File: src/rtl/reset_seq_pkg.sv
package reset_seq_pkg;

  localparam int NUM_CLASS = 6;

  typedef logic [NUM_CLASS-1:0] classVec_t;

  localparam classVec_t CLS_COLD = 6'b000001;
  localparam classVec_t CLS_WDOG = 6'b000010;
  localparam classVec_t CLS_WARM = 6'b000100;
  localparam classVec_t CLS_SW   = 6'b111000;

  typedef enum logic [1:0] {
    ST_IDLE     = 2'd0,
    ST_HSHK     = 2'd1,
    ST_ASSERT   = 2'd2,
    ST_DEASSERT = 2'd3
  } seqState_t;

  // strobes from control to datapath
  typedef struct packed {
    logic setAll;
    logic decCnt;
    logic relStep;
  } dpStrobe_t;

  // keep only the highest-priority (lowest index) set bit
  function automatic classVec_t lowestBit(input classVec_t v);
    return v & (~v + classVec_t'(1));
  endfunction

endpackage

File: src/rtl/reset_seq_dp.sv
module reset_seq_dp
  import reset_seq_pkg::*;
#(
  parameter int NUM_MOD       = 4,
  parameter int ASSERT_CYCLES = 8
) (
  input  logic               clk,
  input  logic               rstN,
  input  dpStrobe_t          stb,
  output logic               cntZero,
  output logic               lastRel,
  output logic [NUM_MOD-1:0] modRst
);

  localparam int CNT_W = (ASSERT_CYCLES > 1) ? $clog2(ASSERT_CYCLES + 1) : 1;
  localparam int IDX_W = (NUM_MOD > 1) ? $clog2(NUM_MOD) : 1;
  localparam logic [CNT_W-1:0] CNT_LOAD = CNT_W'(ASSERT_CYCLES - 1);
  localparam logic [IDX_W-1:0] IDX_LAST = IDX_W'(NUM_MOD - 1);

  logic [CNT_W-1:0] holdCnt;
  logic [IDX_W-1:0] relIdx;

  always_ff @(posedge clk or negedge rstN) begin
    if (!rstN) begin
      holdCnt <= '0;
    end else if (stb.setAll) begin
      holdCnt <= CNT_LOAD;
    end else if (stb.decCnt && holdCnt != '0) begin
      holdCnt <= holdCnt - CNT_W'(1);
    end
  end

  always_ff @(posedge clk or negedge rstN) begin
    if (!rstN) begin
      relIdx <= '0;
    end else if (stb.setAll) begin
      relIdx <= '0;
    end else if (stb.relStep && relIdx != IDX_LAST) begin
      relIdx <= relIdx + IDX_W'(1);
    end
  end

  assign cntZero = (holdCnt == '0);
  assign lastRel = (relIdx == IDX_LAST);

  // one flop per module reset, released in index order
  for (genvar i = 0; i < NUM_MOD; i++) begin : g_modRst
    logic bitQ;
    always_ff @(posedge clk or negedge rstN) begin
      if (!rstN) begin
        bitQ <= 1'b0;
      end else if (stb.setAll) begin
        bitQ <= 1'b1;
      end else if (stb.relStep && relIdx == IDX_W'(i)) begin
        bitQ <= 1'b0;
      end
    end
    assign modRst[i] = bitQ;
  end

  AST_REL_ONE_BIT: assert property (@(posedge clk) disable iff (!rstN)
    stb.relStep |=> ($countones(modRst) == $countones($past(modRst)) - 1));

endmodule

File: src/rtl/reset_seq_ctrl.sv
module reset_seq_ctrl
  import reset_seq_pkg::*;
#(
  parameter int NUM_COLD = 2,
  parameter int NUM_ACK  = 2
) (
  input  logic                clk,
  input  logic                rstN,
  input  logic [NUM_COLD-1:0] coldReq,
  input  logic                wdogReq,
  input  logic                warmReq,
  input  logic [2:0]          swReq,
  input  logic [NUM_ACK-1:0]  ackIn,
  input  logic                cntZero,
  input  logic                lastRel,
  output dpStrobe_t           stb,
  output logic                modReq,
  output classVec_t           activeClass
);

  seqState_t state, stateNext;
  classVec_t curCls, clsNext;
  classVec_t heldCls, heldNext;

  classVec_t arrivals;
  classVec_t preemptSet;
  classVec_t queueSet;
  classVec_t preemptPick;
  classVec_t idleCand;
  logic      committed;
  logic      coldHeld;
  logic      doPreempt;

  assign arrivals  = {swReq, warmReq, wdogReq, |coldReq};
  assign committed = (state == ST_ASSERT) || (state == ST_DEASSERT);
  assign coldHeld  = (curCls == CLS_COLD) && (|coldReq);

  // class-pair resolution: which arrivals preempt, which are held
  always_comb begin
    preemptSet = '0;
    queueSet   = '0;
    if (curCls == CLS_WARM) begin
      if (committed) queueSet   = arrivals & (CLS_COLD | CLS_WDOG);
      else           preemptSet = arrivals & (CLS_COLD | CLS_WDOG);
    end else if (curCls == CLS_WDOG) begin
      if (committed) queueSet   = arrivals & CLS_COLD;
      else           preemptSet = arrivals & CLS_COLD;
    end else if ((curCls & CLS_SW) != '0) begin
      preemptSet = arrivals & (CLS_COLD | CLS_WDOG);
      queueSet   = arrivals & CLS_WARM;
    end
  end

  assign preemptPick = lowestBit(preemptSet);
  assign doPreempt   = (preemptSet != '0);
  assign idleCand    = arrivals | heldCls;

  always_comb begin
    stateNext = state;
    clsNext   = curCls;
    heldNext  = lowestBit(heldCls | queueSet | (preemptSet & ~preemptPick));
    stb       = '0;
    unique case (state)
      ST_IDLE: begin
        heldNext = '0;
        if (idleCand != '0) begin
          stateNext = ST_HSHK;
          clsNext   = lowestBit(idleCand);
        end
      end
      ST_HSHK: begin
        if (doPreempt) begin
          clsNext = preemptPick;
        end else if (&ackIn) begin
          stateNext  = ST_ASSERT;
          stb.setAll = 1'b1;
        end
      end
      ST_ASSERT: begin
        if (doPreempt) begin
          clsNext   = preemptPick;
          stateNext = ST_HSHK;
        end else if (cntZero && !coldHeld) begin
          stateNext = ST_DEASSERT;
        end else begin
          stb.decCnt = 1'b1;
        end
      end
      ST_DEASSERT: begin
        if (doPreempt) begin
          clsNext   = preemptPick;
          stateNext = ST_HSHK;
        end else if (coldHeld) begin
          stateNext  = ST_ASSERT;
          stb.setAll = 1'b1;
        end else begin
          stb.relStep = 1'b1;
          if (lastRel) stateNext = ST_IDLE;
        end
      end
      default: stateNext = ST_IDLE;
    endcase
  end

  always_ff @(posedge clk or negedge rstN) begin
    if (!rstN) begin
      state   <= ST_IDLE;
      curCls  <= '0;
      heldCls <= '0;
    end else begin
      state   <= stateNext;
      curCls  <= clsNext;
      heldCls <= heldNext;
    end
  end

  assign modReq      = (state == ST_HSHK);
  assign activeClass = (state == ST_IDLE) ? '0 : curCls;

  AST_CLASS_ONEHOT: assert property (@(posedge clk) disable iff (!rstN)
    $onehot0(activeClass));
  AST_HSHK_WAIT: assert property (@(posedge clk) disable iff (!rstN)
    (state == ST_HSHK && !(&ackIn)) |=> (state != ST_ASSERT));
  AST_COLD_HOLD: assert property (@(posedge clk) disable iff (!rstN)
    (state == ST_ASSERT && activeClass == CLS_COLD && |coldReq) |=> (state == ST_ASSERT));
  AST_COLD_REENTER: assert property (@(posedge clk) disable iff (!rstN)
    (state == ST_DEASSERT && activeClass == CLS_COLD && |coldReq) |=> (state == ST_ASSERT));
  AST_WARM_KEEP: assert property (@(posedge clk) disable iff (!rstN)
    (committed && activeClass == CLS_WARM) |=> (activeClass == CLS_WARM || activeClass == '0));
  AST_SW_ABORT: assert property (@(posedge clk) disable iff (!rstN)
    (committed && (activeClass & CLS_SW) != '0 && (arrivals & (CLS_COLD | CLS_WDOG)) != '0)
      |=> (state == ST_HSHK && (activeClass & (CLS_COLD | CLS_WDOG)) != '0));

endmodule

File: src/rtl/reset_sequencer.sv
module reset_sequencer
  import reset_seq_pkg::*;
#(
  parameter int NUM_COLD      = 2,
  parameter int NUM_ACK       = 2,
  parameter int NUM_MOD       = 4,
  parameter int ASSERT_CYCLES = 8
) (
  input  logic                clk,
  input  logic                rstN,
  input  logic [NUM_COLD-1:0] coldReq,
  input  logic                wdogReq,
  input  logic                warmReq,
  input  logic [2:0]          swReq,
  input  logic [NUM_ACK-1:0]  ackIn,
  output logic                modReq,
  output logic [NUM_MOD-1:0]  modRst,
  output logic [5:0]          activeClass
);

  dpStrobe_t stb;
  logic      cntZero;
  logic      lastRel;
  classVec_t clsVec;

  reset_seq_ctrl #(
    .NUM_COLD (NUM_COLD),
    .NUM_ACK  (NUM_ACK)
  ) u_ctrl (
    .clk         (clk),
    .rstN        (rstN),
    .coldReq     (coldReq),
    .wdogReq     (wdogReq),
    .warmReq     (warmReq),
    .swReq       (swReq),
    .ackIn       (ackIn),
    .cntZero     (cntZero),
    .lastRel     (lastRel),
    .stb         (stb),
    .modReq      (modReq),
    .activeClass (clsVec)
  );

  reset_seq_dp #(
    .NUM_MOD       (NUM_MOD),
    .ASSERT_CYCLES (ASSERT_CYCLES)
  ) u_dp (
    .clk     (clk),
    .rstN    (rstN),
    .stb     (stb),
    .cntZero (cntZero),
    .lastRel (lastRel),
    .modRst  (modRst)
  );

  assign activeClass = clsVec;

endmodule

File: config.mk
export PLATFORM = sky130hd
export DESIGN_NAME = reset_sequencer
export DESIGN_NICKNAME = d
export VERILOG_FILES = /design/src/rtl/reset_seq_pkg.sv /design/src/rtl/reset_seq_dp.sv /design/src/rtl/reset_seq_ctrl.sv /design/src/rtl/reset_sequencer.sv
export SDC_FILE = /design/constraint.sdc
export NUM_CORES = 1
export LEC_CHECK = 0
export ABC_AREA = 1
export BUFFER_PORTS_ARGS = -buffer_cell sky130_fd_sc_hd__buf_2
export CELL_PAD_IN_SITES_DETAIL_PLACEMENT = 1
export CELL_PAD_IN_SITES_GLOBAL_PLACEMENT = 1
export CORE_ASPECT_RATIO = 1.25
export CORE_MARGIN = 1.5
export CORE_UTILIZATION = 45
export CTS_CLUSTER_DIAMETER = 120
export DETAILED_ROUTE_END_ITERATION = 6
export HOLD_SLACK_MARGIN = 0.06
export PLACE_DENSITY_LB_ADDON = 0.25
export SYNTH_ARGS = -nofsm -noshare
export SYNTH_HDL_FRONTEND = slang
export SYNTH_SLANG_ARGS = --single-unit
File: constraint.sdc
create_clock -name clk -period 2.2 [get_ports clk]
set_input_delay 0.44 -clock clk [delete_from_list [all_inputs] [get_ports clk]]
set_output_delay 0.44 -clock clk [all_outputs]
set_load 0.005 [all_outputs]
==> results.sh <==
export IMPL_grtUsageMet1_pct=21.9
export IMPL_hold_violations=0
export IMPL_synthesis_instances=218
export IMPL_hold_ws_ns=0.139
export IMPL_core_um2=3480
export IMPL_grt_max_degree=25
export IMPL_crit_required_ns=1.76
export IMPL_cts_repair_resized=0
export IMPL_rows=24
export IMPL_leakage_nw=1.03
export IMPL_grt_use_met2_pct=44.6
export IMPL_clock_sinks=24
export IMPL_synthDistinctLibCells=33
export IMPL_finClkSkew_ns=0.00120
export IMPL_portBuffers=21
export IMPL_period_share_pct=80.7
export IMPL_met3_usage_pct=1.67
export IMPL_max_clock_freq_ghz=0.563
export IMPL_vias=1442
export IMPL_post_cts_setup_buffers=0
export IMPL_rsz0062_at_grt="no"
export IMPL_ys_warn_count=0
export IMPL_htreeDepth=1
export IMPL_cts_tree="built"
export IMPL_start_util_pct=47.1
export IMPL_critPathMaxFanout=11
export IMPL_ant_nets=0
export IMPL_avgSynthCellArea_um2=7.52
export IMPL_drc=0
export IMPL_syn_area_um2=1640
export IMPL_post_place_ws_ns=0.390
export IMPL_final_min_clock_period_ns=1.78
export IMPL_ctsHoldBuffers=0
export IMPL_run_status="finished clean"
export IMPL_cts_buffer_depth=2
export IMPL_die_y_um=70.5
export IMPL_slew_violations=0
export IMPL_syn_nets=235
export IMPL_layout_cells_non_filler=277
export IMPL_setup_tns_ns=0
export IMPL_seq_area_frac_synth_pct=36.6
export IMPL_final_core_util_pct=52.4
export IMPL_criticalPathCategory="register to primary output"
export IMPL_synth_seq_cells=24
export IMPL_drtIter0Drc=47
export IMPL_syn_to_final_growth_pct=11.5
export IMPL_ios=22
export IMPL_dieArea_um2=4020
export IMPL_grt_busiest_layer="met2"
export IMPL_overflow=0
export IMPL_grt_pass1_wl_um=6820
export IMPL_min_path_type="primary input to async pin"
export IMPL_numCtsBuffers=3
export IMPL_end_kind="primary output"
export IMPL_vias_per_cell=5.21
export IMPL_fin_ws_ns=0.424
export IMPL_firstDrtPassIters=4
export IMPL_final_net_count=256
export IMPL_grt_usage_pct=22.2
export IMPL_ctsRootBufferMaster="clkbuf_8"
export IMPL_wl_per_cell_um=14.2
export IMPL_die_width_um=57.0
export IMPL_tightest_slew_ns=0.567
export IMPL_routed_wl_um=3940
export IMPL_max_cap_violations=0
export IMPL_r2r_cells=10
export IMPL_startpoint_type="register"
export IMPL_critPathArrivalTime_ns=1.34
export IMPL_relSlewSlack_pct=62.2
export IMPL_final_setup_viol_count=0
export IMPL_num_antenna_cells=0
export IMPL_first_global_vias=1526
export IMPL_drive_above_1_share_pct=29.0
export IMPL_antenna_found_initial=0
export IMPL_clk_latency_ns=0.28
export IMPL_power_density_nw_per_um2=1110
export IMPL_worst_ir_drop_vdd_uv=529
export IMPL_reg2reg_slack_ns=0.51
export IMPL_hpwl_um=3160
export IMPL_place_inst=273
export IMPL_clk_pin_slew_ns=0.09
export IMPL_gp_congestion=0.805
## critical path, cell delays in order (launching register included)
cell	delay [ns]
dfrtp_1	0.48
nor2_1	0.19
buf_4	0.21
nor2_1	0.05
buf_2	0.12
## cells in the final DEF, fill, tap and decap left out, types with 2 or more instances in the layout
cell,instances
nand2_1,51
nor2_1,35
inv_1,25
dfrtp_1,24
buf_2,21
nand3_1,12
inv_2,9
nand2_2,7
ha_1,6
nor2_2,5
nor2_4,4
nand3_2,4
o21ai_2,4
nand2_4,3
a21oi_1,3
clkbuf_8,3
o21ai_0,2
nand3b_1,2
nand4_2,2
nand4_1,2
## cells by family after synthesis
group / count (synthesis) / synth area share [%]
buf+inv: 40 / 10.5
simple gates: 134 / 42.3
compound gates: 13 / 5.42
fa+ha+maj: 6 / 4.58
flops: 24 / 36.6
xor+xnor: 1 / 0.534
## cell type report
type / count / area (um^2)
tap: 39 / 48.8
clock buffer: 3 / 41.3
multi-input combinational: 154 / 866
inverter: 34 / 128
timing repair buffer: 22 / 113
clock inverter: 1 / 30.0
sequential: 24 / 601
fill: 470 / 1660
## where the power goes
part           switching (W)  internal [W]
sequential          0.000107      0.000549
combinational       0.000638      0.000330
clock               0.000163      0.000244
total               0.000908       0.00112
## path summary, 6_finish.rpt
| kind | to | from |
|---|---|---|
| min reg2reg | u_dp.g_modRst[1].bitQ | u_dp.g_modRst[1].bitQ |
| max reg2reg | u_dp.holdCnt[3] | u_ctrl.curCls[5] |
| max | activeClass[5] | u_ctrl.state[1] |
| min | u_ctrl.curCls[5] | rstN |
| min in group clk | u_dp.g_modRst[1].bitQ | u_dp.g_modRst[1].bitQ |
| max in group asynchronous | u_dp.relIdx[1] | rstN |
## routing by layer
layer / wire, um / part of all wire, %
met5: 0 / 0
met2: 2290 / 58
met4: 99 / 2.5
met3: 73 / 1.9
met1: 1480 / 37
## cells in the mapped netlist
library cell / instances / area [um^2]
nor2_4: 4 / 45.0
nand2_4: 3 / 33.8
xor2_1: 1 / 8.76
nor3b_2: 1 / 12.5
clkbuf_1: 1 / 3.75
nor3_1: 1 / 5.00
buf_6: 1 / 11.3
inv_2: 9 / 33.8
a22oi_1: 1 / 7.51
inv_1: 25 / 93.8
buf_4: 4 / 30.0
o21ai_1: 1 / 5.00
a21boi_0: 1 / 7.51
nor2_1: 35 / 131
nor2_2: 5 / 31.3
ha_1: 6 / 75.1
nand4_1: 2 / 12.5
nand2_1: 51 / 191
nor3_4: 1 / 16.3
o21ai_0: 2 / 10.0
and3_2: 1 / 7.51
nand4_2: 2 / 25.0
o21ai_2: 4 / 35.0
or2_1: 1 / 6.26
nand2_2: 7 / 43.8
a21oi_1: 3 / 15.0
or2_2: 1 / 6.26
o2111ai_1: 1 / 8.76
nand3_2: 4 / 40.0
dfrtp_1: 24 / 601
nor3_2: 1 / 10.0
nand3b_1: 2 / 15.0
nand3_1: 12 / 60.1
## flip-flops by register name (all words and copies together) (netlist names)
register            count
u_ctrl.state            2
u_ctrl.heldCls          6
u_dp.relIdx             2
u_dp.g_modRst.bitQ      4
u_ctrl.curCls           6
u_dp.holdCnt            4
## per-stage QoR
| stage | power [W] | instance area [um^2] |
|---|---|---|
| after global placement | 0.00161 | 1760 |
| final | 0.00203 | 1830 |
| after global routing | 0.00220 | 1830 |
| after detailed placement | 0.00165 | 1760 |
| after CTS | 0.00207 | 1830 |
| after floorplan | 0.00140 | 1640 |
Power figures use the tool's default switching activity.
